<file path="src/rtl/ber_pkg.sv">
package ber_pkg;
   typedef enum logic [1:0] {
      ST_IDLE = 2'd0,
      ST_RUN  = 2'd1,
      ST_DONE = 2'd2
   } meter_st_t;
endpackage

</file>
<file path="src/rtl/ber_tap_delay.sv">
// Reference shift register with a selectable tap.
module ber_tap_delay #(
   parameter int MAX_DLY = 63,
   parameter int DLY_W   = $clog2(MAX_DLY + 1)
) (
   input  logic             clk,
   input  logic             rst_n,
   input  logic             bit_i,
   input  logic [DLY_W-1:0] tap_i,
   output logic             bit_o
);
   localparam int DEPTH = MAX_DLY + 1;

   if (MAX_DLY < 1) begin : g_bad_depth
      $error("ber_tap_delay: MAX_DLY must be at least 1");
   end

   logic [DEPTH-1:0] sr_q;

   always_ff @(posedge clk or negedge rst_n) begin
      if (!rst_n) sr_q <= '0;
      else        sr_q <= {sr_q[DEPTH-2:0], bit_i};
   end

   if ((1 << DLY_W) == DEPTH) begin : g_full_tap
      // Every tap code addresses a real stage.
      assign bit_o = sr_q[tap_i];
   end else begin : g_clamped_tap
      // Codes past the last stage read the last stage.
      logic [DLY_W-1:0] tap_c;
      assign tap_c = (tap_i > DLY_W'(MAX_DLY)) ? DLY_W'(MAX_DLY) : tap_i;
      assign bit_o = sr_q[tap_c];
   end
endmodule

</file>
<file path="src/rtl/ber_sat_cnt.sv">
// Saturating counter with synchronous clear.
module ber_sat_cnt #(
   parameter int CNT_W = 32
) (
   input  logic             clk,
   input  logic             rst_n,
   input  logic             clr_i,
   input  logic             inc_i,
   output logic [CNT_W-1:0] cnt_o
);
   localparam logic [CNT_W-1:0] TOP = '1;

   if (CNT_W < 2) begin : g_bad_width
      $error("ber_sat_cnt: CNT_W must be at least 2");
   end

   logic [CNT_W-1:0] cnt_q;

   always_ff @(posedge clk or negedge rst_n) begin
      if (!rst_n)                     cnt_q <= '0;
      else if (clr_i)                 cnt_q <= '0;
      else if (inc_i && cnt_q != TOP) cnt_q <= cnt_q + 1'b1;
   end

   assign cnt_o = cnt_q;

   // a full counter stays full
   a_r9_no_wrap: assert property (@(posedge clk) disable iff (!rst_n)
      (!clr_i && inc_i && cnt_q == TOP) |=> cnt_q == TOP);

   // one step per increment below the top
   a_r4_step: assert property (@(posedge clk) disable iff (!rst_n)
      (!clr_i && inc_i && cnt_q != TOP) |=> cnt_q == $past(cnt_q) + 1'b1);
endmodule

</file>
<file path="src/rtl/ber_seq.sv">
// Measurement sequencer: start, fill window, stop at total, clear.
module ber_seq
   import ber_pkg::*;
#(
   parameter int CNT_W   = 32,
   parameter int MAX_DLY = 63,
   parameter int DLY_W   = $clog2(MAX_DLY + 1)
) (
   input  logic             clk,
   input  logic             rst_n,
   input  logic             start_i,
   input  logic             clear_i,
   input  logic [DLY_W-1:0] delay_i,
   input  logic [CNT_W-1:0] total_i,
   input  logic [CNT_W-1:0] bit_cnt_i,
   output logic             cmp_en_o,
   output logic             cnt_clr_o,
   output logic [DLY_W-1:0] dly_o,
   output logic             done_o
);
   meter_st_t        st_q;
   logic [DLY_W-1:0] fill_q;
   logic [DLY_W-1:0] dly_q;
   logic [CNT_W-1:0] tot_q;
   logic [DLY_W-1:0] dly_ld;
   logic             limit_hit;

   always_comb begin
      dly_ld = (delay_i > DLY_W'(MAX_DLY)) ? DLY_W'(MAX_DLY) : delay_i;
   end

   assign limit_hit = (tot_q != '0) && (bit_cnt_i == tot_q);
   assign cnt_clr_o = start_i | clear_i;
   assign cmp_en_o  = (st_q == ST_RUN) && !cnt_clr_o && (fill_q == '0) && !limit_hit;
   assign dly_o     = dly_q;
   assign done_o    = (st_q == ST_DONE);

   always_ff @(posedge clk or negedge rst_n) begin
      if (!rst_n) begin
         st_q   <= ST_IDLE;
         fill_q <= '0;
         dly_q  <= '0;
         tot_q  <= '0;
      end else if (clear_i) begin
         st_q   <= ST_IDLE;
         fill_q <= '0;
      end else if (start_i) begin
         st_q   <= ST_RUN;
         fill_q <= dly_ld;
         dly_q  <= dly_ld;
         tot_q  <= total_i;
      end else if (st_q == ST_RUN) begin
         if (fill_q != '0)   fill_q <= fill_q - 1'b1;
         else if (limit_hit) st_q   <= ST_DONE;
      end
   end

   // while the fill window is open the bit count holds
   a_r5_fill_hold: assert property (@(posedge clk) disable iff (!rst_n)
      (fill_q != '0 && !start_i && !clear_i) |=> bit_cnt_i == $past(bit_cnt_i));

   // done persists and freezes the bit count
   a_r7_done_hold: assert property (@(posedge clk) disable iff (!rst_n)
      (st_q == ST_DONE && !start_i && !clear_i) |=> (st_q == ST_DONE && bit_cnt_i == $past(bit_cnt_i)));

   // start leads to running on the next clock
   a_r6_start_runs: assert property (@(posedge clk) disable iff (!rst_n)
      (start_i && !clear_i) |=> (st_q == ST_RUN && bit_cnt_i == '0));
endmodule

</file>
<file path="src/rtl/ber_meter.sv">
// Delay-aligned bit error meter top.
module ber_meter #(
   parameter int CNT_W   = 32,
   parameter int MAX_DLY = 63,
   parameter int DLY_W   = $clog2(MAX_DLY + 1)
) (
   input  logic             clk,
   input  logic             rst_n,
   input  logic             start_i,
   input  logic             clear_i,
   input  logic             tx_bit_i,
   input  logic             rx_bit_i,
   input  logic [DLY_W-1:0] delay_i,
   input  logic [CNT_W-1:0] total_i,
   output logic [CNT_W-1:0] err_cnt_o,
   output logic [CNT_W-1:0] bit_cnt_o,
   output logic             done_o
);
   if (DLY_W < $clog2(MAX_DLY + 1)) begin : g_bad_dly_w
      $error("ber_meter: DLY_W too narrow for MAX_DLY");
   end

   logic             rx_q;
   logic             ref_bit;
   logic             cmp_en;
   logic             cnt_clr;
   logic             mismatch;
   logic [DLY_W-1:0] dly_sel;

   // received bit retimed on the data clock
   always_ff @(posedge clk or negedge rst_n) begin
      if (!rst_n) rx_q <= 1'b0;
      else        rx_q <= rx_bit_i;
   end

   ber_tap_delay #(.MAX_DLY(MAX_DLY), .DLY_W(DLY_W)) u_ref (
      .clk   (clk),
      .rst_n (rst_n),
      .bit_i (tx_bit_i),
      .tap_i (dly_sel),
      .bit_o (ref_bit)
   );

   ber_seq #(.CNT_W(CNT_W), .MAX_DLY(MAX_DLY), .DLY_W(DLY_W)) u_seq (
      .clk       (clk),
      .rst_n     (rst_n),
      .start_i   (start_i),
      .clear_i   (clear_i),
      .delay_i   (delay_i),
      .total_i   (total_i),
      .bit_cnt_i (bit_cnt_o),
      .cmp_en_o  (cmp_en),
      .cnt_clr_o (cnt_clr),
      .dly_o     (dly_sel),
      .done_o    (done_o)
   );

   // XOR high marks one error
   assign mismatch = ref_bit ^ rx_q;

   ber_sat_cnt #(.CNT_W(CNT_W)) u_bits (
      .clk   (clk),
      .rst_n (rst_n),
      .clr_i (cnt_clr),
      .inc_i (cmp_en),
      .cnt_o (bit_cnt_o)
   );

   ber_sat_cnt #(.CNT_W(CNT_W)) u_errs (
      .clk   (clk),
      .rst_n (rst_n),
      .clr_i (cnt_clr),
      .inc_i (cmp_en & mismatch),
      .cnt_o (err_cnt_o)
   );

   // errors never exceed compared bits
   a_r3_err_bounded: assert property (@(posedge clk) disable iff (!rst_n)
      err_cnt_o <= bit_cnt_o);

   // clear empties the counters and drops done
   a_r10_clear: assert property (@(posedge clk) disable iff (!rst_n)
      clear_i |=> (err_cnt_o == '0 && bit_cnt_o == '0 && !done_o));
endmodule

</file>
<file path="config.mk">
export PLATFORM = sky130hd
export DESIGN_NAME = ber_meter
export DESIGN_NICKNAME = d
export VERILOG_FILES = /design/src/rtl/ber_pkg.sv /design/src/rtl/ber_tap_delay.sv /design/src/rtl/ber_sat_cnt.sv /design/src/rtl/ber_seq.sv /design/src/rtl/ber_meter.sv
export SDC_FILE = /design/constraint.sdc
export NUM_CORES = 1
export LEC_CHECK = 0
export BUFFER_PORTS_ARGS = -buffer_cell sky130_fd_sc_hd__clkbuf_2
export CORE_ASPECT_RATIO = 0.7
export CORE_MARGIN = 1.5
export CORE_UTILIZATION = 50
export DETAILED_ROUTE_END_ITERATION = 10
export GPL_TIMING_DRIVEN = 0
export MAX_ROUTING_LAYER = met4
export PLACE_DENSITY_LB_ADDON = 0.2
export RECOVER_POWER = 50
export SLEW_MARGIN = 20
export SYNTH_ARGS = -nofsm -noshare
export SYNTH_HDL_FRONTEND = slang
export SYNTH_HIERARCHICAL = 1
export SYNTH_SLANG_ARGS = --single-unit
</file>
<file path="constraint.sdc">
create_clock -name clk -period 7 [get_ports clk]
set_input_delay 1.4 -clock clk [delete_from_list [all_inputs] [get_ports clk]]
set_output_delay 1.4 -clock clk [all_outputs]
set_load 0.02 [all_outputs]
</file>
==> metrics.txt, run 1 <==
clock skew=12.04 ps; ys async rst share=100.0%; f_max=0.2241 GHz; Post-DRT Antenna Nets=0; Yosys top cell by area=dfrtp_1; Pleak=4.212 nW; setup repair bufs after CTS=0; DR vias/cell=5.843; area delta synth->final=17.99%; Post-CTS Hold Fix Bufs=0; dpl ws=2112 ps; share of cells above drive strength 1=27.15%; Slew Limit Headroom=36.86%; mapped cell area=8237 sq um; Tot Pwr=2.355 mW; Post-Layout Cell Count=1072; Mapped Cells=707; Post-Syn Area per Cell=11.65 sq um; sequential power share=47.4%; routed length per instance=18.66 microns; number of global-route vias before repair=6174; Die W=156.4 microns; vias=6264; GRT overflow=0; peak supply drop=0.1697 mV; dpl cells=1040; Slew @ Worst Pin=944.8 ps; critical path arrival=4780 ps; I/O pins=109; WS Path Type=in -> reg; Tot GR Track Use=25.63%; sequential area share after synthesis=53.17%; FF+latch count, synth=175; Maximum Capacitance Violations=0; Cell Int Power=1.770 mW; final worst slack=2538 ps; distinct cell type count after synthesis=58; Combinational Power Share=9.3%; count leader, synth=dfrtp_1; Yosys Warn Count=6; Pwr Density=242.4 nW/um^2; Sw Ratio=24.85%; worst skew pair latency=440 ps; crit-path max FO=14; final hold violation count=0; syn_nets=755; Tcrit/Tclk final=63.74%; DIE AREA=17260 sq um; Post-synth top cells=dfrtp_1, nor2_1, mux2_2, xnor2_1; DR DRC count=0; WP data required=7320 ps; Post-synth EDFFs=0; ANT cells=0; Die H=110.4 microns; clk slew on worst S/H paths=70 ps; unrepaired setup endpoints after global routing=no; std cell rows=39; drt pass-1 iters=5; Initial DRC Count=571; HPWL after DPL=14540 microns; pin count of the biggest net entering global routing=96; Clk pwr share=43.3%; Startpoint Class=input port; TNS Setup=0 ps; Synth top area share=53.17%; # nets final=882; DRT Wirelength=20000 microns; first-pass GRT wire length=32420 microns; Worst setup EP type=flip-flop; Hold WC Path Type=reg -> reg; GPL Wtd Cong=0.9034; IO buf count=107; switching pwr=0.5852 mW; Num Clock Sinks=175; ys flop type=dfrtp_1; Finish-stage setup viols=0; Core Area=16200 sq um; final core occ=59.99%; TritonCTS clock tree=built; final critical-path required period=4462 ps; outcome=completed; Max Slew Vio Count=0; initial antenna violation count=0; synth top area cells=dfrtp_1, mux2_2, mux4_2; Resize count post-CTS=0; CTS buffer count=17; buffer levels on the longest clock path=2; Root Driver=clkbuf_16; H-tree depth=4; Initial Util=50.84%
## critical path: stages
cell and delay [ps]:
clkbuf_1 190, nor2_1 340, inv_2 190, a2111oi_1 840, and2_1 320, and3_1 280, nand4_1 120, a21o_1 160
buf_2 180, nor4_1 370, mux2_2 380
## cell families after synthesis
| logic type | Yosys count | share of synthesized area [%] |
|---|---|---|
| buffers and inverters | 45 | 2.446 |
| adder cells (fa/ha/maj) | 4 | 0.6076 |
| XOR/XNOR | 61 | 6.486 |
| multiplexers | 69 | 11.67 |
| flip-flops | 175 | 53.17 |
| AND/OR/NAND/NOR | 258 | 17.67 |
| AO/OA/AOI/OAI | 95 | 7.960 |
## through the flow
stage / area [sq um] / hold slack [ps]
finish: 9718 / 368.8
global route: 9718 / 379.0
CTS: 9729 / 370.9
detailed placement: 9091 / 355.0
global placement: 9054 / 352.8
floorplan: 8237 / 348.8
## routing by layer
layer	up-vias	part of all wire, %	wire [microns]	global-route usage (%)
met5	-	0	0	-
met3	25	6.5	1298	4.378
met4	0	1.5	303	8.844
met1	3151	48	9565	37.01
met2	250	44	8832	36.83
li1	2838	-	-	-
## worst paths after layout
path,from,depth (start not counted),endpoint,slack [ps]
max reg2reg,u_seq/dly_o[1]$_DFFE_PN0P_,14,u_errs/cnt_o[27]$_DFFE_PN0P_,2830
min,u_ref/sr_q[23]$_DFF_PN0_,0,u_ref/sr_q[24]$_DFF_PN0_,370
max in group asynchronous,rst_n,2,u_ref/sr_q[0]$_DFF_PN0_,5140
min reg2reg,u_ref/sr_q[23]$_DFF_PN0_,0,u_ref/sr_q[24]$_DFF_PN0_,370
min in group asynchronous,rst_n,1,u_errs/cnt_o[11]$_DFFE_PN0P_,990
max,start_i,11,u_errs/cnt_o[27]$_DFFE_PN0P_,2540
## layout by cell type, fill, tap and decap left out, types with 5 or more instances in the layout
master / n
or4_1: 7
nor2b_1: 17
dfrtp_1: 175
clkbuf_16: 17
mux2_2: 37
nand3_1: 26
or3_1: 10
nand2_1: 33
a31oi_1: 5
mux2_1: 11
o21ai_0: 11
clkbuf_2: 106
a21oi_1: 33
inv_1: 20
nor3_1: 10
nand4_1: 19
o31ai_1: 6
nand2b_1: 5
nor4_1: 22
buf_2: 8
nor2_1: 66
a21o_1: 7
clkbuf_1: 12
and3_1: 14
xnor2_1: 37
a211oi_1: 10
and2_1: 7
xor2_1: 24
mux4_2: 16
## layout make-up
type                       instances  area, sq um
timing repair buffer             108        571.8
inverter                          21        78.83
fill                            1369         6482
tap                              225        281.5
clock inverter                    12        171.4
multi-input combinational        487         3646
clock buffer                      20        466.7
sequential                       175         4379
buffer                            24        122.6
## state kept, by name, summed over array words and instances (netlist names)
register      cells
u_seq/fill_q      6
u_bits/cnt_o     32
u_seq/tot_q      32
u_seq/st_q        2
rx_q              1
u_ref/sr_q       64
u_seq/dly_o       6
u_errs/cnt_o     32
## power by group through the flow
stage	Clock [mW]	Sequential, mW	Combinational, mW
floorplan	0	1.12	0.151
global placement	0	1.13	0.211
detailed placement	0	1.13	0.220
CTS	1.04	1.11	0.223
global route	1.08	1.12	0.244
finish	1.02	1.12	0.219
No activity file was read; power rests on OpenSTA's default activity.
==> run 2, diff against run 1 <==
==> constraint.sdc (replaced) <==
create_clock -name clk -period 3.9 [get_ports clk]
set_input_delay 0.78 -clock clk [delete_from_list [all_inputs] [get_ports clk]]
set_output_delay 0.78 -clock clk [all_outputs]
set_load 0.02 [all_outputs]
==> metrics.txt, run 2 (synthesis results as in run 1) <==
critical path arrival=4000 ps (was 4780 ps); GPL Wtd Cong=0.9034 (unchanged); Tcrit/Tclk final=94.62%; # nets final=885 (was 882); final critical-path required period=3690 ps; Max Slew Vio Count=82 (was 0); DR DRC count=0 (unchanged); CP most frequent cell=a21oi_1; share of cells above drive strength 1=28.59% (was 27.15%); Hold WC Path Type=reg -> reg (unchanged); IO buf count=107 (unchanged); Pleak=4.222 nW (was 4.212 nW); pin count of the biggest net entering global routing=96 (unchanged); post-route design area=9777 sq um (was 9718 sq um); most frequent cells in the layout=dfrtp_1, clkbuf_2, nor2_1 (unchanged); Initial Util=50.84% (unchanged); Worst setup EP type=flip-flop (unchanged); initial antenna violation count=0 (unchanged); failing checks=max-capacitance violations, max-slew violations; Num Clock Sinks=175 (unchanged); Finish-stage setup viols=0 (unchanged); Die H=110.4 microns (unchanged); worst skew pair latency=440 ps (about the same); max incr delay on CP=540 ps (was 840 ps); DIE AREA=17260 sq um (unchanged); unrepaired setup endpoints after global routing=no (unchanged); largest register by flop count=u_ref/sr_q (unchanged); Maximum Capacitance Violations=1 (was 0); CTS buffer count=17 (unchanged); Startpoint Class=flip-flop (was input port); Post-DRT Antenna Nets=0 (unchanged); H-tree depth=4 (unchanged); Placed Area=9091 sq um (unchanged); WS Path Type=reg -> reg (was in -> reg); clock skew=11.94 ps (was 12.04 ps); peak supply drop=0.3047 mV (was 0.1697 mV); Initial DRC Count=523 (was 571); clk slew on worst S/H paths=70 ps (about the same); GRT overflow=0 (unchanged); crit-path max FO=10 (was 14); Slew @ Worst Pin=2039 ps (was 944.8 ps); vias=6303 (was 6264); Root Driver=clkbuf_16 (unchanged); Post-CTS Hold Fix Bufs=0 (unchanged); Die W=156.4 microns (unchanged); buffer levels on the longest clock path=2 (unchanged); final hold violation count=0 (unchanged); area delta synth->final=18.70% (was 17.99%); DRT Wirelength=20110 microns (was 20000 microns); max reg flops=64 (unchanged); slowest CP cell=dfrtp_1 (was a2111oi_1); drt pass-1 iters=5 (unchanged); f_max=0.2710 GHz; number of global-route vias before repair=6176 (was 6174); Slew Limit Headroom=-35.91% (was 36.86%); most common cell after layout, fill and taps aside=dfrtp_1 (unchanged); Core Area=16200 sq um (unchanged); first-pass GRT wire length=32430 microns (was 32420 microns); WP buf/inv=1 (was 3); outcome=complete, but fails checks (was completed); dpl ws=-367.9 ps (was 2112 ps); I/O pins=109 (unchanged); CP top delay family=simple AND/OR/NAND/NOR gates (unchanged); WP data required=4210 ps (was 7320 ps); fillers=1354 (was 1369); Hold Slack=368.6 ps (was 368.8 ps); ANT cells=0 (unchanged); critical-path cell list=clkbuf_4 > mux4_2 > a21oi_1 > a21oi_1 > a2111oi_2 > nor2_1 > xor2_1 > and2_4 > and3_4 > nand4_1 > a21o_4 > nor4_2 > mux2_2 (was clkbuf_1 > nor2_1 > inv_2 > a2111oi_1 > and2_1 > and3_1 > nand4_1 > a21o_1 > buf_2 > nor4_1 > mux2_2); Tot Pwr=4.241 mW (was 2.355 mW); DR vias/cell=5.863 (was 5.843); TritonCTS clock tree=built (unchanged); final worst slack=209.7 ps (was 2538 ps); Tot GR Track Use=25.64% (was 25.63%); Pwr Density=433.8 nW/um^2 (was 242.4 nW/um^2); HPWL after DPL=14540 microns (unchanged); routed length per instance=18.71 microns (was 18.66 microns); std cell rows=39 (unchanged)
==> run 2: cell count changes in the layout (fill, tap and decap cells not counted), moves of 2 or more <==
| cell | previous run | this run |
|---|---|---|
| nor4_1 | 22 | 19 |
| buf_4 | 2 | 6 |
| clkbuf_4 | 0 | 2 |
| nor4_2 | 4 | 7 |
==> run 2: metal layers <==
metal / GRT usage, % / vias up / share of wire, %
met5: - / - / 0
met4: 8.844 / 0 / 1.5
met3: 4.378 / 23 / 6.7
met2: 36.86 / 257 / 44
met1: 37.01 / 3187 / 48
li1: - / 2836 / -
==> run 2: path summary, 6_finish.rpt <==
path / slack, ps / startpoint / cells past startpoint / end
setup / recovery: 210 / u_seq/dly_o[1]$_DFFE_PN0P_ / 13 / u_errs/cnt_o[31]$_DFFE_PN0P_
hold / removal: 370 / u_ref/sr_q[23]$_DFF_PN0_ / 0 / u_ref/sr_q[24]$_DFF_PN0_
setup reg to reg: 210 / u_seq/dly_o[1]$_DFFE_PN0P_ / 13 / u_errs/cnt_o[31]$_DFFE_PN0P_
hold reg to reg: 370 / u_ref/sr_q[23]$_DFF_PN0_ / 0 / u_ref/sr_q[24]$_DFF_PN0_
max in group asynchronous: 740 / rst_n / 2 / u_ref/sr_q[1]$_DFF_PN0_
min in group asynchronous: 890 / rst_n / 1 / u_errs/cnt_o[11]$_DFFE_PN0P_
==> run 2: per-stage QoR <==
stage,setup TNS [ps],util (%),instances
floorplan,0,-,707
global placement,-173840,55.89,1039
detailed placement,-3203,56.12,1040
CTS,0,60.09,1072
global route,0,60.35,1075
finish,0,60.35,1075
==> run 2: repair_timing <==
item | 4_1_cts | 5_1_grt
resized for setup | 2 | 14
setup buffers | 0 | 4
setup endpoints to repair | 9 | 11
pin swaps | 0 | 3
==> run 2: where the power goes <==
part / internal (mW) / leakage, nW / switching (mW)
registers: 1.91 / 2.24 / 0.0967
logic: 0.203 / 1.67 / 0.204
clock network: 1.08 / 0.314 / 0.753
==> run 2: area by class of cell <==
class	count	area, sq um	share of cell area (%)
plain buffers	23	130.1	1.331
clock buffers	20	466.7	4.773
clock inverters	12	171.4	1.753
inverters	21	78.83	0.8062
multi-input cells	487	3696	37.80
flip-flops and latches	175	4379	44.79
well taps	225	281.5	2.879
repair buffers	112	573.1	5.861
==> run 2: worst reg2reg max path: stages, from the launching register on <==
cell	delay, ps
dfrtp_1	540
clkbuf_4	330
mux4_2	330
a21oi_1	170
a21oi_1	60
a2111oi_2	330
nor2_1	100
xor2_1	260
and2_4	210
and3_4	220
nand4_1	110
a21o_4	260
nor4_2	290
mux2_2	360
==> run 3, diff against run 2 <==
--- a/config.mk
+++ b/config.mk
@@ -8,7 +8,7 @@
 export BUFFER_PORTS_ARGS = -buffer_cell sky130_fd_sc_hd__clkbuf_2
 export CORE_ASPECT_RATIO = 0.7
 export CORE_MARGIN = 1.5
-export CORE_UTILIZATION = 50
+export CORE_UTILIZATION = 52
 export DETAILED_ROUTE_END_ITERATION = 10
 export GPL_TIMING_DRIVEN = 0
 export MAX_ROUTING_LAYER = met4
==> metrics.txt, run 3 (synthesis results as in run 1) <==
outcome=complete, but fails checks (unchanged); failing checks=max-capacitance violations, max-slew violations (unchanged); GRT overflow=0 (unchanged); ANT cells=0 (unchanged); Post-CTS Hold Fix Bufs=0 (unchanged); met3 Resource Use GR=5.691% (was 4.378%); GRT met1 Usage=37.46% (was 37.01%); critical path arrival=4130 ps (was 4000 ps); final hold violation count=0 (unchanged); WP data required=4260 ps (was 4210 ps); peak supply drop=0.3051 mV (was 0.3047 mV); f_max=0.2658 GHz (was 0.2710 GHz); final core occ=63.33% (was 60.35%); GPL Wtd Cong=0.9157 (was 0.9034); H-tree depth=4 (unchanged); Die W=153.4 microns (was 156.4 microns); Slew Limit Headroom=-89.62% (was -35.91%); worst skew pair latency=440 ps (about the same); clock skew=13.48 ps (was 11.94 ps); HPWL after DPL=14810 microns (was 14540 microns); Post-DRT Antenna Nets=0 (unchanged); met2 GRT Util=40.52% (was 36.86%); max incr delay on CP=530 ps (was 540 ps); Die H=108.3 microns (was 110.4 microns); Sw Ratio=26.59% (was 24.86%); DR vias/cell=5.983 (was 5.863); IO buf count=107 (unchanged); Slew @ Worst Pin=2844 ps (was 2039 ps); sequential power share=47.5% (was 47.2%); switching pwr=1.122 mW (was 1.054 mW); Cell Int Power=3.098 mW (was 3.187 mW); Hold WC Path Type=reg -> reg (unchanged); Root Driver=clkbuf_16 (unchanged); initial antenna violation count=0 (unchanged); Critical Path Source=u_seq/dly_o[0]$_DFFE_PN0P_ (was u_seq/dly_o[1]$_DFFE_PN0P_); fillers=1224 (was 1354); DRT Wirelength=20990 microns (was 20110 microns); Clk pwr share=42.4% (was 43.2%); critical-path cell list=buf_6 > mux4_2 > o211ai_1 > a21oi_1 > a2111oi_2 > nor2_1 > xor2_1 > and2_4 > and3_4 > nand4_1 > a21o_1 > buf_6 > or4_4 > a21oi_2 (was clkbuf_4 > mux4_2 > a21oi_1 > a21oi_1 > a2111oi_2 > nor2_1 > xor2_1 > and2_4 > and3_4 > nand4_1 > a21o_4 > nor4_2 > mux2_2); most frequent cells in the layout=dfrtp_1, clkbuf_2, nor2_1 (unchanged); Startpoint Class=flip-flop (unchanged); Num Clock Sinks=175 (unchanged); area delta synth->final=19.17% (was 18.70%); pin count of the biggest net entering global routing=72 (was 96); TNS Setup=0 ps (unchanged); first-pass GRT wire length=33670 microns (was 32430 microns); routed length per instance=19.88 microns (was 18.71 microns); crit-path max FO=10 (unchanged); dpl ws=-145.5 ps (was -367.9 ps); WS Path Type=reg -> reg (unchanged); Pleak=4.272 nW (was 4.222 nW); Pwr Density=429.9 nW/um^2 (was 433.8 nW/um^2); number of global-route vias before repair=6302 (was 6176); Tot GR Track Use=27.23% (was 25.64%); Tot Pwr=4.220 mW (was 4.241 mW); std cell rows=38 (was 39); Hold Slack=371.3 ps (was 368.6 ps); CP most frequent cell=buf_6 (was a21oi_1); Worst setup EP type=flip-flop (unchanged); largest register by flop count=u_ref/sr_q (unchanged); most common cell after layout, fill and taps aside=dfrtp_1 (unchanged); multi-input gate area in the final layout=3724 sq um (was 3696 sq um); final critical-path required period=3763 ps (was 3690 ps); final worst slack=137.5 ps (was 209.7 ps); drt pass-1 iters=6 (was 5); slowest CP cell=mux4_2 (was dfrtp_1); TritonCTS clock tree=built (unchanged); I/O pins=109 (unchanged); buffer levels on the longest clock path=2 (unchanged); max reg flops=64 (unchanged); # nets final=891 (was 885); min-delay src=u_ref/sr_q[51]$_DFF_PN0_ (was u_ref/sr_q[23]$_DFF_PN0_); DR DRC count=0 (unchanged); Initial Util=53.14% (was 50.84%); Finish-stage setup viols=0 (unchanged); Initial DRC Count=545 (was 523); Maximum Capacitance Violations=1 (unchanged); DIE AREA=16620 sq um (was 17260 sq um); share of cells above drive strength 1=28.97% (was 28.59%); most used routing layer in global routing=met2 (was met1); register area=4379 sq um (unchanged); Tcrit/Tclk final=96.47% (was 94.62%); Combinational Power Share=10.1% (was 9.6%); RR Startpoint=u_seq/dly_o[0]$_DFFE_PN0P_ (was u_seq/dly_o[1]$_DFFE_PN0P_); Max Slew Vio Count=50 (was 82); CTS buffer count=17 (unchanged); clk slew on worst S/H paths=70 ps (about the same); vias=6318 (was 6303); Core Area=15500 sq um (was 16200 sq um)
run 3: worst max-delay path, delay by kind of cell, from the launching register on:
kind                      cells  cell delay [ps]
xor gates and xnor gates      1              210
buffers and inverters         2              300
AOI/OAI and AO/OA             5             1120
and+or+nand+nor               5             1150
DFF                           1              370
muxes                         1              530
run 3: worst paths after layout:
path / end / slack [ps] / depth (start not counted)
setup / recovery: u_errs/cnt_o[25]$_DFFE_PN0P_ / 140 / 14
hold / removal: u_ref/sr_q[52]$_DFF_PN0_ / 370 / 0
setup reg to reg: u_errs/cnt_o[25]$_DFFE_PN0P_ / 140 / 14
hold reg to reg: u_ref/sr_q[52]$_DFF_PN0_ / 370 / 0
max in group asynchronous: u_bits/cnt_o[18]$_DFFE_PN0P_ / 740 / 3
min in group asynchronous: u_ref/sr_q[40]$_DFF_PN0_ / 1260 / 1
run 3: what timing repair did:
item                                    CTS  global route
pin swaps                                 0             4
setup buffers                             0             8
resized for setup                         3            18
endpoints found under the setup margin    9            12
run 3: routing by layer:
| layer | routed length, microns | up-vias |
|---|---|---|
| li1 | - | 2862 |
| met1 | 9529 | 3134 |
| met2 | 9548 | 296 |
| met3 | 1578 | 26 |
| met4 | 335 | 0 |
| met5 | 0 | - |
run 3: power by group through the flow:
stage / clock (mW) / sequential (mW) / combinational [mW]
6_report: 1.79 / 2.01 / 0.427
3_5_place_dp: 0 / 2.03 / 0.408
2_1_floorplan: 0 / 2.00 / 0.272
4_1_cts: 1.82 / 2.00 / 0.414
5_1_grt: 1.90 / 2.02 / 0.464
3_3_place_gp: 0 / 2.03 / 0.384
run 3: layout make-up:
cell class              instances  area share (%)
plain buffers                  24           1.389
clock buffers                  18           4.372
clock inverters                14           1.925
inverters                      21          0.8031
multi-input cells             487           37.93
flip-flops and latches        175           44.61
well taps                     200           2.549
repair buffers                117           6.412
run 3: metrics by stage:
step           area [sq um]  cells
2_1_floorplan          8237    707
3_3_place_gp           9022   1014
3_5_place_dp           9091   1017
4_1_cts                9718   1049
5_1_grt                9816   1056
6_report               9816   1056
